[src/rtl/irq_res_pkg.sv]
package irq_res_pkg;
    localparam int LINES = 8;
    localparam int IDX_W = $clog2(LINES);
    localparam int CASCADE_LINE = 2;

    typedef struct packed {
        logic [LINES-1:0] mask;
        logic [LINES-1:0] isr;
        logic [IDX_W-1:0] ofs;
        logic             irq;
    } ctl_state_t;
endpackage

[src/rtl/irq_req_capture.sv]
module irq_req_capture #(
    parameter int N = 8
) (
    input  logic         clk,
    input  logic         rst_n,
    input  logic [N-1:0] line_i,
    input  logic [N-1:0] trig_level_i,
    input  logic [N-1:0] ack_clr_i,
    output logic [N-1:0] req_o
);
    typedef struct packed {
        logic [N-1:0] req;
        logic [N-1:0] prev;
    } cap_state_t;

    cap_state_t st_d, st_q;

    always_comb begin
        st_d = st_q;
        for (int i = 0; i < N; i++) begin
            if (trig_level_i[i]) begin
                st_d.req[i] = line_i[i];
            end else begin
                st_d.req[i] = (st_q.req[i] & ~ack_clr_i[i]) | (line_i[i] & ~st_q.prev[i]);
            end
            st_d.prev[i] = line_i[i];
        end
    end

    always_ff @(posedge clk or negedge rst_n) begin
        if (!rst_n) st_q <= '0;
        else        st_q <= st_d;
    end

    assign req_o = st_q.req;

    for (genvar g = 0; g < N; g++) begin : g_chk
        // level request mirrors the line one clock later
        a_r1_level_follows: assert property (@(posedge clk) disable iff (!rst_n)
            trig_level_i[g] |=> (req_o[g] == $past(line_i[g])));
        // no new request without a low-to-high transition
        a_r2_edge_needs_rise: assert property (@(posedge clk) disable iff (!rst_n)
            (!trig_level_i[g] && !req_o[g] && st_q.prev[g]) |=> !req_o[g]);
        // falling line leaves an unacknowledged edge request alone
        a_r2_fall_keeps_req: assert property (@(posedge clk) disable iff (!rst_n)
            (!trig_level_i[g] && req_o[g] && !ack_clr_i[g]) |=> req_o[g]);
    end
endmodule

[src/rtl/irq_prio_find.sv]
module irq_prio_find #(
    parameter int N  = 8,
    parameter int IW = $clog2(N)
) (
    input  logic [N-1:0]  vec_i,
    input  logic [IW-1:0] ofs_i,
    output logic [IW:0]   prio_o
);
    logic [N-1:0] rot;

    always_comb begin
        for (int p = 0; p < N; p++) begin
            rot[p] = vec_i[IW'(p) + ofs_i];
        end
    end

    always_comb begin
        prio_o = (IW+1)'(N);
        for (int p = N-1; p >= 0; p--) begin
            if (rot[p]) prio_o = (IW+1)'(p);
        end
    end
endmodule

[src/rtl/irq_resolver.sv]
module irq_resolver
    import irq_res_pkg::*;
#(
    parameter bit IS_MASTER = 1'b1
) (
    input  logic             clk,
    input  logic             rst_n,
    input  logic [LINES-1:0] line_i,
    input  logic [LINES-1:0] trig_level_i,
    input  logic             mask_we_i,
    input  logic [LINES-1:0] mask_i,
    input  logic             ofs_we_i,
    input  logic [IDX_W-1:0] ofs_i,
    input  logic [LINES-1:0] isr_set_i,
    input  logic [LINES-1:0] isr_clr_i,
    input  logic             fully_nested_i,
    input  logic             ack_i,
    output logic             win_valid_o,
    output logic [IDX_W-1:0] win_line_o,
    output logic             irq_o
);
    ctl_state_t       st_d, st_q;
    logic [LINES-1:0] req_w;
    logic [LINES-1:0] cand_w;
    logic [LINES-1:0] isr_eff_w;
    logic [LINES-1:0] ack_vec_w;
    logic [IDX_W:0]   cand_prio_w;
    logic [IDX_W:0]   isr_prio_w;

    irq_req_capture #(.N(LINES)) u_cap (
        .clk          (clk),
        .rst_n        (rst_n),
        .line_i       (line_i),
        .trig_level_i (trig_level_i),
        .ack_clr_i    (ack_vec_w),
        .req_o        (req_w)
    );

    assign cand_w = req_w & ~st_q.mask;

    if (IS_MASTER) begin : g_master
        always_comb begin
            isr_eff_w = st_q.isr;
            if (fully_nested_i) isr_eff_w[CASCADE_LINE] = 1'b0;
        end
    end else begin : g_slave
        assign isr_eff_w = st_q.isr;
    end

    irq_prio_find #(.N(LINES), .IW(IDX_W)) u_cand (
        .vec_i  (cand_w),
        .ofs_i  (st_q.ofs),
        .prio_o (cand_prio_w)
    );

    irq_prio_find #(.N(LINES), .IW(IDX_W)) u_isr (
        .vec_i  (isr_eff_w),
        .ofs_i  (st_q.ofs),
        .prio_o (isr_prio_w)
    );

    assign win_valid_o = cand_prio_w < isr_prio_w;
    assign win_line_o  = cand_prio_w[IDX_W-1:0] + st_q.ofs;
    assign ack_vec_w   = (ack_i && win_valid_o) ? (LINES'(1) << win_line_o) : '0;

    always_comb begin
        st_d      = st_q;
        st_d.isr  = (st_q.isr & ~isr_clr_i) | isr_set_i | ack_vec_w;
        if (mask_we_i) st_d.mask = mask_i;
        if (ofs_we_i)  st_d.ofs  = ofs_i;
        st_d.irq  = win_valid_o;
    end

    always_ff @(posedge clk or negedge rst_n) begin
        if (!rst_n) st_q <= '0;
        else        st_q <= st_d;
    end

    assign irq_o = st_q.irq;

    // the winner is a pending line that is not masked
    a_r4_winner_unmasked: assert property (@(posedge clk) disable iff (!rst_n)
        win_valid_o |-> (req_w[win_line_o] && !st_q.mask[win_line_o]));
    // a line already in service (and counted) can never win
    a_r5_not_in_service: assert property (@(posedge clk) disable iff (!rst_n)
        win_valid_o |-> !isr_eff_w[win_line_o]);
    // acknowledge puts the winner in service
    a_r7_ack_sets_isr: assert property (@(posedge clk) disable iff (!rst_n)
        (ack_i && win_valid_o) |=> st_q.isr[$past(win_line_o)]);
    // interrupt output trails the winner flag by one clock
    a_r8_irq_rise: assert property (@(posedge clk) disable iff (!rst_n)
        win_valid_o |=> irq_o);
    a_r8_irq_fall: assert property (@(posedge clk) disable iff (!rst_n)
        !win_valid_o |=> !irq_o);
endmodule

[config.mk]
export PLATFORM = sky130hd
export DESIGN_NAME = irq_resolver
export DESIGN_NICKNAME = d
export VERILOG_FILES = /design/src/rtl/irq_res_pkg.sv /design/src/rtl/irq_req_capture.sv /design/src/rtl/irq_prio_find.sv /design/src/rtl/irq_resolver.sv
export SDC_FILE = /design/constraint.sdc
export NUM_CORES = 1
export LEC_CHECK = 0
export BUFFER_PORTS_ARGS = -buffer_cell sky130_fd_sc_hd__buf_2
export CAP_MARGIN = 25
export CELL_PAD_IN_SITES_DETAIL_PLACEMENT = 2
export CELL_PAD_IN_SITES_GLOBAL_PLACEMENT = 2
export CORE_MARGIN = 3
export CORE_UTILIZATION = 35
export CTS_CLUSTER_SIZE = 25
export DETAILED_ROUTE_END_ITERATION = 16
export GPL_TIMING_DRIVEN = 0
export HOLD_SLACK_MARGIN = 0.02
export PLACE_DENSITY_LB_ADDON = 0.1
export SETUP_SLACK_MARGIN = 0.15
export SYNTH_ARGS = -nofsm -noshare
export SYNTH_HDL_FRONTEND = slang
export SYNTH_SLANG_ARGS = --single-unit
[constraint.sdc]
create_clock -name clk -period 5.5 [get_ports clk]
set_clock_uncertainty 0.1 [all_clocks]
set_input_delay 0.275 -clock clk [delete_from_list [all_inputs] [get_ports clk]]
set_output_delay 0.275 -clock clk [all_outputs]
set_load 0.005 [all_outputs]
==> flow_summary_export.csv <==
group,metric,value,unit
clocking,cts_sinks,36,
clocking,clock-root-buffer,"sky130_fd_sc_hd__clkbuf_8",
setup_path,crit_arrival,4660,ps
clocking,post_cts_resized,0,
clocking,postCtsHoldBufs,9,
setup_path,critical_path_peak_fanout,11,
setup_path,worst_r2r_startpoint,"st_q[2]",
detailed_routing,detail_route.vias_per_cell,5.43,
synthesis,synth_fp_nets,283,
detailed_routing,drc,0,
floorplan,floorplan.core_area,6940,um2
final_layout,post_layout_nonfiller_instances,392,
timing,max_slew_margin,42.9,%
power_and_ir_drop,p_comb_share,54.6,%
final_layout,fin_nets,351,
power_and_ir_drop,power.share.sequential,26.3,%
placed_design,detailedPlacementHpwl,5.96,mm
placed_design,io_buffers,52,
clocking,clock_tree_from_tritoncts,"done",
placed_design,finalWeightedCongestion,0.788,
clocking,clk_pin_slew,80,ps
detailed_routing,avgRoutedWirePerCell,19.5,um
timing,final_period_minus_worst_setup_slack,5040,ps
run,drv_cap,0,
clocking,post_cts.repair.setup_buffers,0,
global_routing,grt_antenna_before_repair,0,
detailed_routing,drtAntennaViolNets,0,
synthesis,mappedNetlistArea,2570,um2
floorplan,design.die.area,8410,um2
detailed_routing,detailed_route_iter0_violations,65,
timing,hold-worst-slack,82.1,ps
global_routing,grt_overflow,0,
power_and_ir_drop,cellPowerDensity,395,nW/um2
power_and_ir_drop,power_switching_share,41.6,%
hold_path,min_path_cells,2,
synthesis,edff_count_synth,0,
synthesis,post_synth_num_cell_types,52,
synthesis,post_synth_arst_share,100,%
clocking,cts.htree.levels,2,
timing,finalSetupViolations,0,
setup_path,worstRegToRegCells,14,
timing,timing.final.max_slew_violations,0,
final_layout,share_of_cells_above_drive_strength_1,34.8,%
placed_design,dp.cells,375,
timing,final_period_util,91.6,%
floorplan,io-pin-count,54,
clocking,worstSkewPairLatency,300,ps
final_layout,most-common-layout-cells,"sky130_fd_sc_hd__buf_2, sky130_fd_sc_hd__dfrtp_1, sky130_fd_sc_hd__nor2b_1",
synthesis,syn_area_per_cell,11.3,um2
synthesis,yosysWarningCount,0,
run_status,run_status,"completed",
floorplan,fp.dieH,91.7,um
synthesis,number_of_synthesized_register_bits,36,
final_layout,final_common_cell,"sky130_fd_sc_hd__buf_2",
power_and_ir_drop,power.ir.vdd_worst,0.000153,V
global_routing,grt_pass1_wl,12.3,mm
hold_path,hold_path_startpoint,"isr_set_i[2]",
detailed_routing,drt_wl_total,7.65,mm
power_and_ir_drop,internal_power,0.000727,W
hold_path,type_of_the_tightest_min_delay_check,"primary input to flip-flop",
final_layout,layout.filler_cells,756,
timing,max_freq,199,MHz
power_and_ir_drop,switchingPower,0.000518,W
power_and_ir_drop,cellLeakagePower,1.32,nW
global_routing,largest_net_degree_at_the_start_of_global_routing,37,
synthesis,dominantRegCellSynth,"sky130_fd_sc_hd__dfrtp_1",
floorplan,rows,30,
final_layout,area_delta_synth_final,22.6,%
setup_path,worst-endpoint-required,5120,ps
setup_path,critical_path_class,"flip-flop to output port",
detailed_routing,routed-via-count,2130,
timing,worst_slew_pin_slew,856,ps
setup_path,critical_path.reg2reg.endpoint,"isr_eff_w[6]",
setup_path,timing.critical_path.to_type,"output port",
power_and_ir_drop,proportion_of_power_drawn_by_the_clock_network,19.1,%
clocking,cts_buffers,5,
timing,hold_viol,0,
floorplan,die_w,91.7,um
setup_path,worstSetupStartpointType,"flip-flop",
synthesis,yosysSeqAreaShare,35.1,%
clocking,ctsLongestPathBuffers,2,
global_routing,first_global_vias,2320,
detailed_routing,number_of_detailed_route_iterations_in_the_first_pass,4,
final_layout,n_antenna_cell,0,
hold_path,hold-path-endpoint,"st_q[6]",
timing,rsz0062_at_grt,"false",
synthesis,syn_inst,227,
floorplan,initial_utilization,37.0,%
global_routing,grt_usage,18.9,%
timing,timing.setup.tns,0,ps
setup_path,register_to_register_setup_slack,910,ps
==> critical path, cell delays in order, from the launching register on <==
cell,delay (ps)
sky130_fd_sc_hd__dfrtp_1,410
sky130_fd_sc_hd__buf_2,310
sky130_fd_sc_hd__inv_2,200
sky130_fd_sc_hd__ha_1,320
sky130_fd_sc_hd__clkbuf_2,250
sky130_fd_sc_hd__mux4_2,560
sky130_fd_sc_hd__mux2i_1,180
sky130_fd_sc_hd__and2b_1,160
sky130_fd_sc_hd__nand3_1,70
sky130_fd_sc_hd__or3_1,340
sky130_fd_sc_hd__ha_1,320
sky130_fd_sc_hd__a2111o_1,410
sky130_fd_sc_hd__o32ai_4,480
sky130_fd_sc_hd__buf_6,220
sky130_fd_sc_hd__buf_2,120
==> area by class of cell <==
class | instances | area (um2) | share of cell area (%)
buffer | 8 | 66.3 | 2.10
clock buffer | 5 | 68.8 | 2.18
clock inverter | 3 | 42.5 | 1.35
inverter | 7 | 28.8 | 0.913
multi-input combinational | 176 | 1570 | 49.9
sequential | 36 | 901 | 28.6
tap | 96 | 120 | 3.81
timing repair buffer | 61 | 350 | 11.1
==> through the flow <==
step	utilization, %	setup slack (ps)	instance area, um2	total power, W
finish	45.4	464	3150	0.00125
global route	45.4	164	3150	0.00134
CTS	45.4	427	3150	0.00127
detailed placement	42.5	765	2950	0.00102
global placement	42.5	830	2950	0.000995
floorplan	-	1560	2570	0.000799
==> worst max path at each step <==
stage	endpoint	startpoint	slack (ps)
2_1_floorplan	win_valid_o	st_q[2]	1560
3_3_place_gp	win_valid_o	st_q[2]	830
3_5_place_dp	win_valid_o	st_q[2]	760
4_1_cts	win_valid_o	st_q[2]	430
5_1_grt	win_valid_o	st_q[2]	160
6_report	win_valid_o	st_q[2]	460
==> power by group through the flow <==
stage / registers [W] / logic, W / clock network [W]
2_1_floorplan: 0.000321 / 0.000479 / 0
3_3_place_gp: 0.000331 / 0.000664 / 0
3_5_place_dp: 0.000333 / 0.000686 / 0
4_1_cts: 0.000328 / 0.000693 / 0.000245
5_1_grt: 0.000334 / 0.000750 / 0.000255
6_report: 0.000328 / 0.000680 / 0.000237
==> logic make-up after synthesis <==
kind of cell    share of synthesized area [%]
fa+ha+maj                                3.70
buf+inv                                  3.70
mux                                      23.2
simple gates                             14.3
flops                                    35.1
xor+xnor                                 2.73
compound gates                           17.4
==> routing by layer <==
| metal | share of wire, % | GRT usage (%) | vias to the layer above |
|---|---|---|---|
| li1 | - | - | 999 |
| met1 | 46 | 24.6 | 1090 |
| met2 | 50 | 32.7 | 39 |
| met3 | 4.0 | 4.18 | 2 |
| met4 | 0.24 | 2.85 | 0 |
| met5 | 0 | 0 | - |
==> synth_stat cells, types with 3 or more instances <==
cell type                  count  area share (%)
sky130_fd_sc_hd__mux2_2       11             4.8
sky130_fd_sc_hd__dfrtp_1      36              35
sky130_fd_sc_hd__ha_1          6             2.9
sky130_fd_sc_hd__a21oi_1      14             2.7
sky130_fd_sc_hd__o21ai_0       7             1.4
sky130_fd_sc_hd__nand3_1       4            0.78
sky130_fd_sc_hd__inv_1         4            0.58
sky130_fd_sc_hd__nor2b_1      25             6.1
sky130_fd_sc_hd__a311o_1       8             3.1
sky130_fd_sc_hd__mux4_2       13              11
sky130_fd_sc_hd__o21a_1        4             1.2
sky130_fd_sc_hd__a31oi_1       9             2.2
sky130_fd_sc_hd__and3_1        3            0.73
sky130_fd_sc_hd__nor2_1        6            0.88
sky130_fd_sc_hd__nand2_1      11             1.6
sky130_fd_sc_hd__a21boi_0      3            0.88
sky130_fd_sc_hd__nand2b_1      9             2.2
sky130_fd_sc_hd__mux2i_1      12             4.7
==> sequential cells by signal (all words and copies together) (netlist names) <==
signal / cells
irq_o: 1
isr_eff_w: 7
st_q: 12
u_cap.req_o: 8
u_cap.st_q: 8
Power figures use the tool's default switching activity.
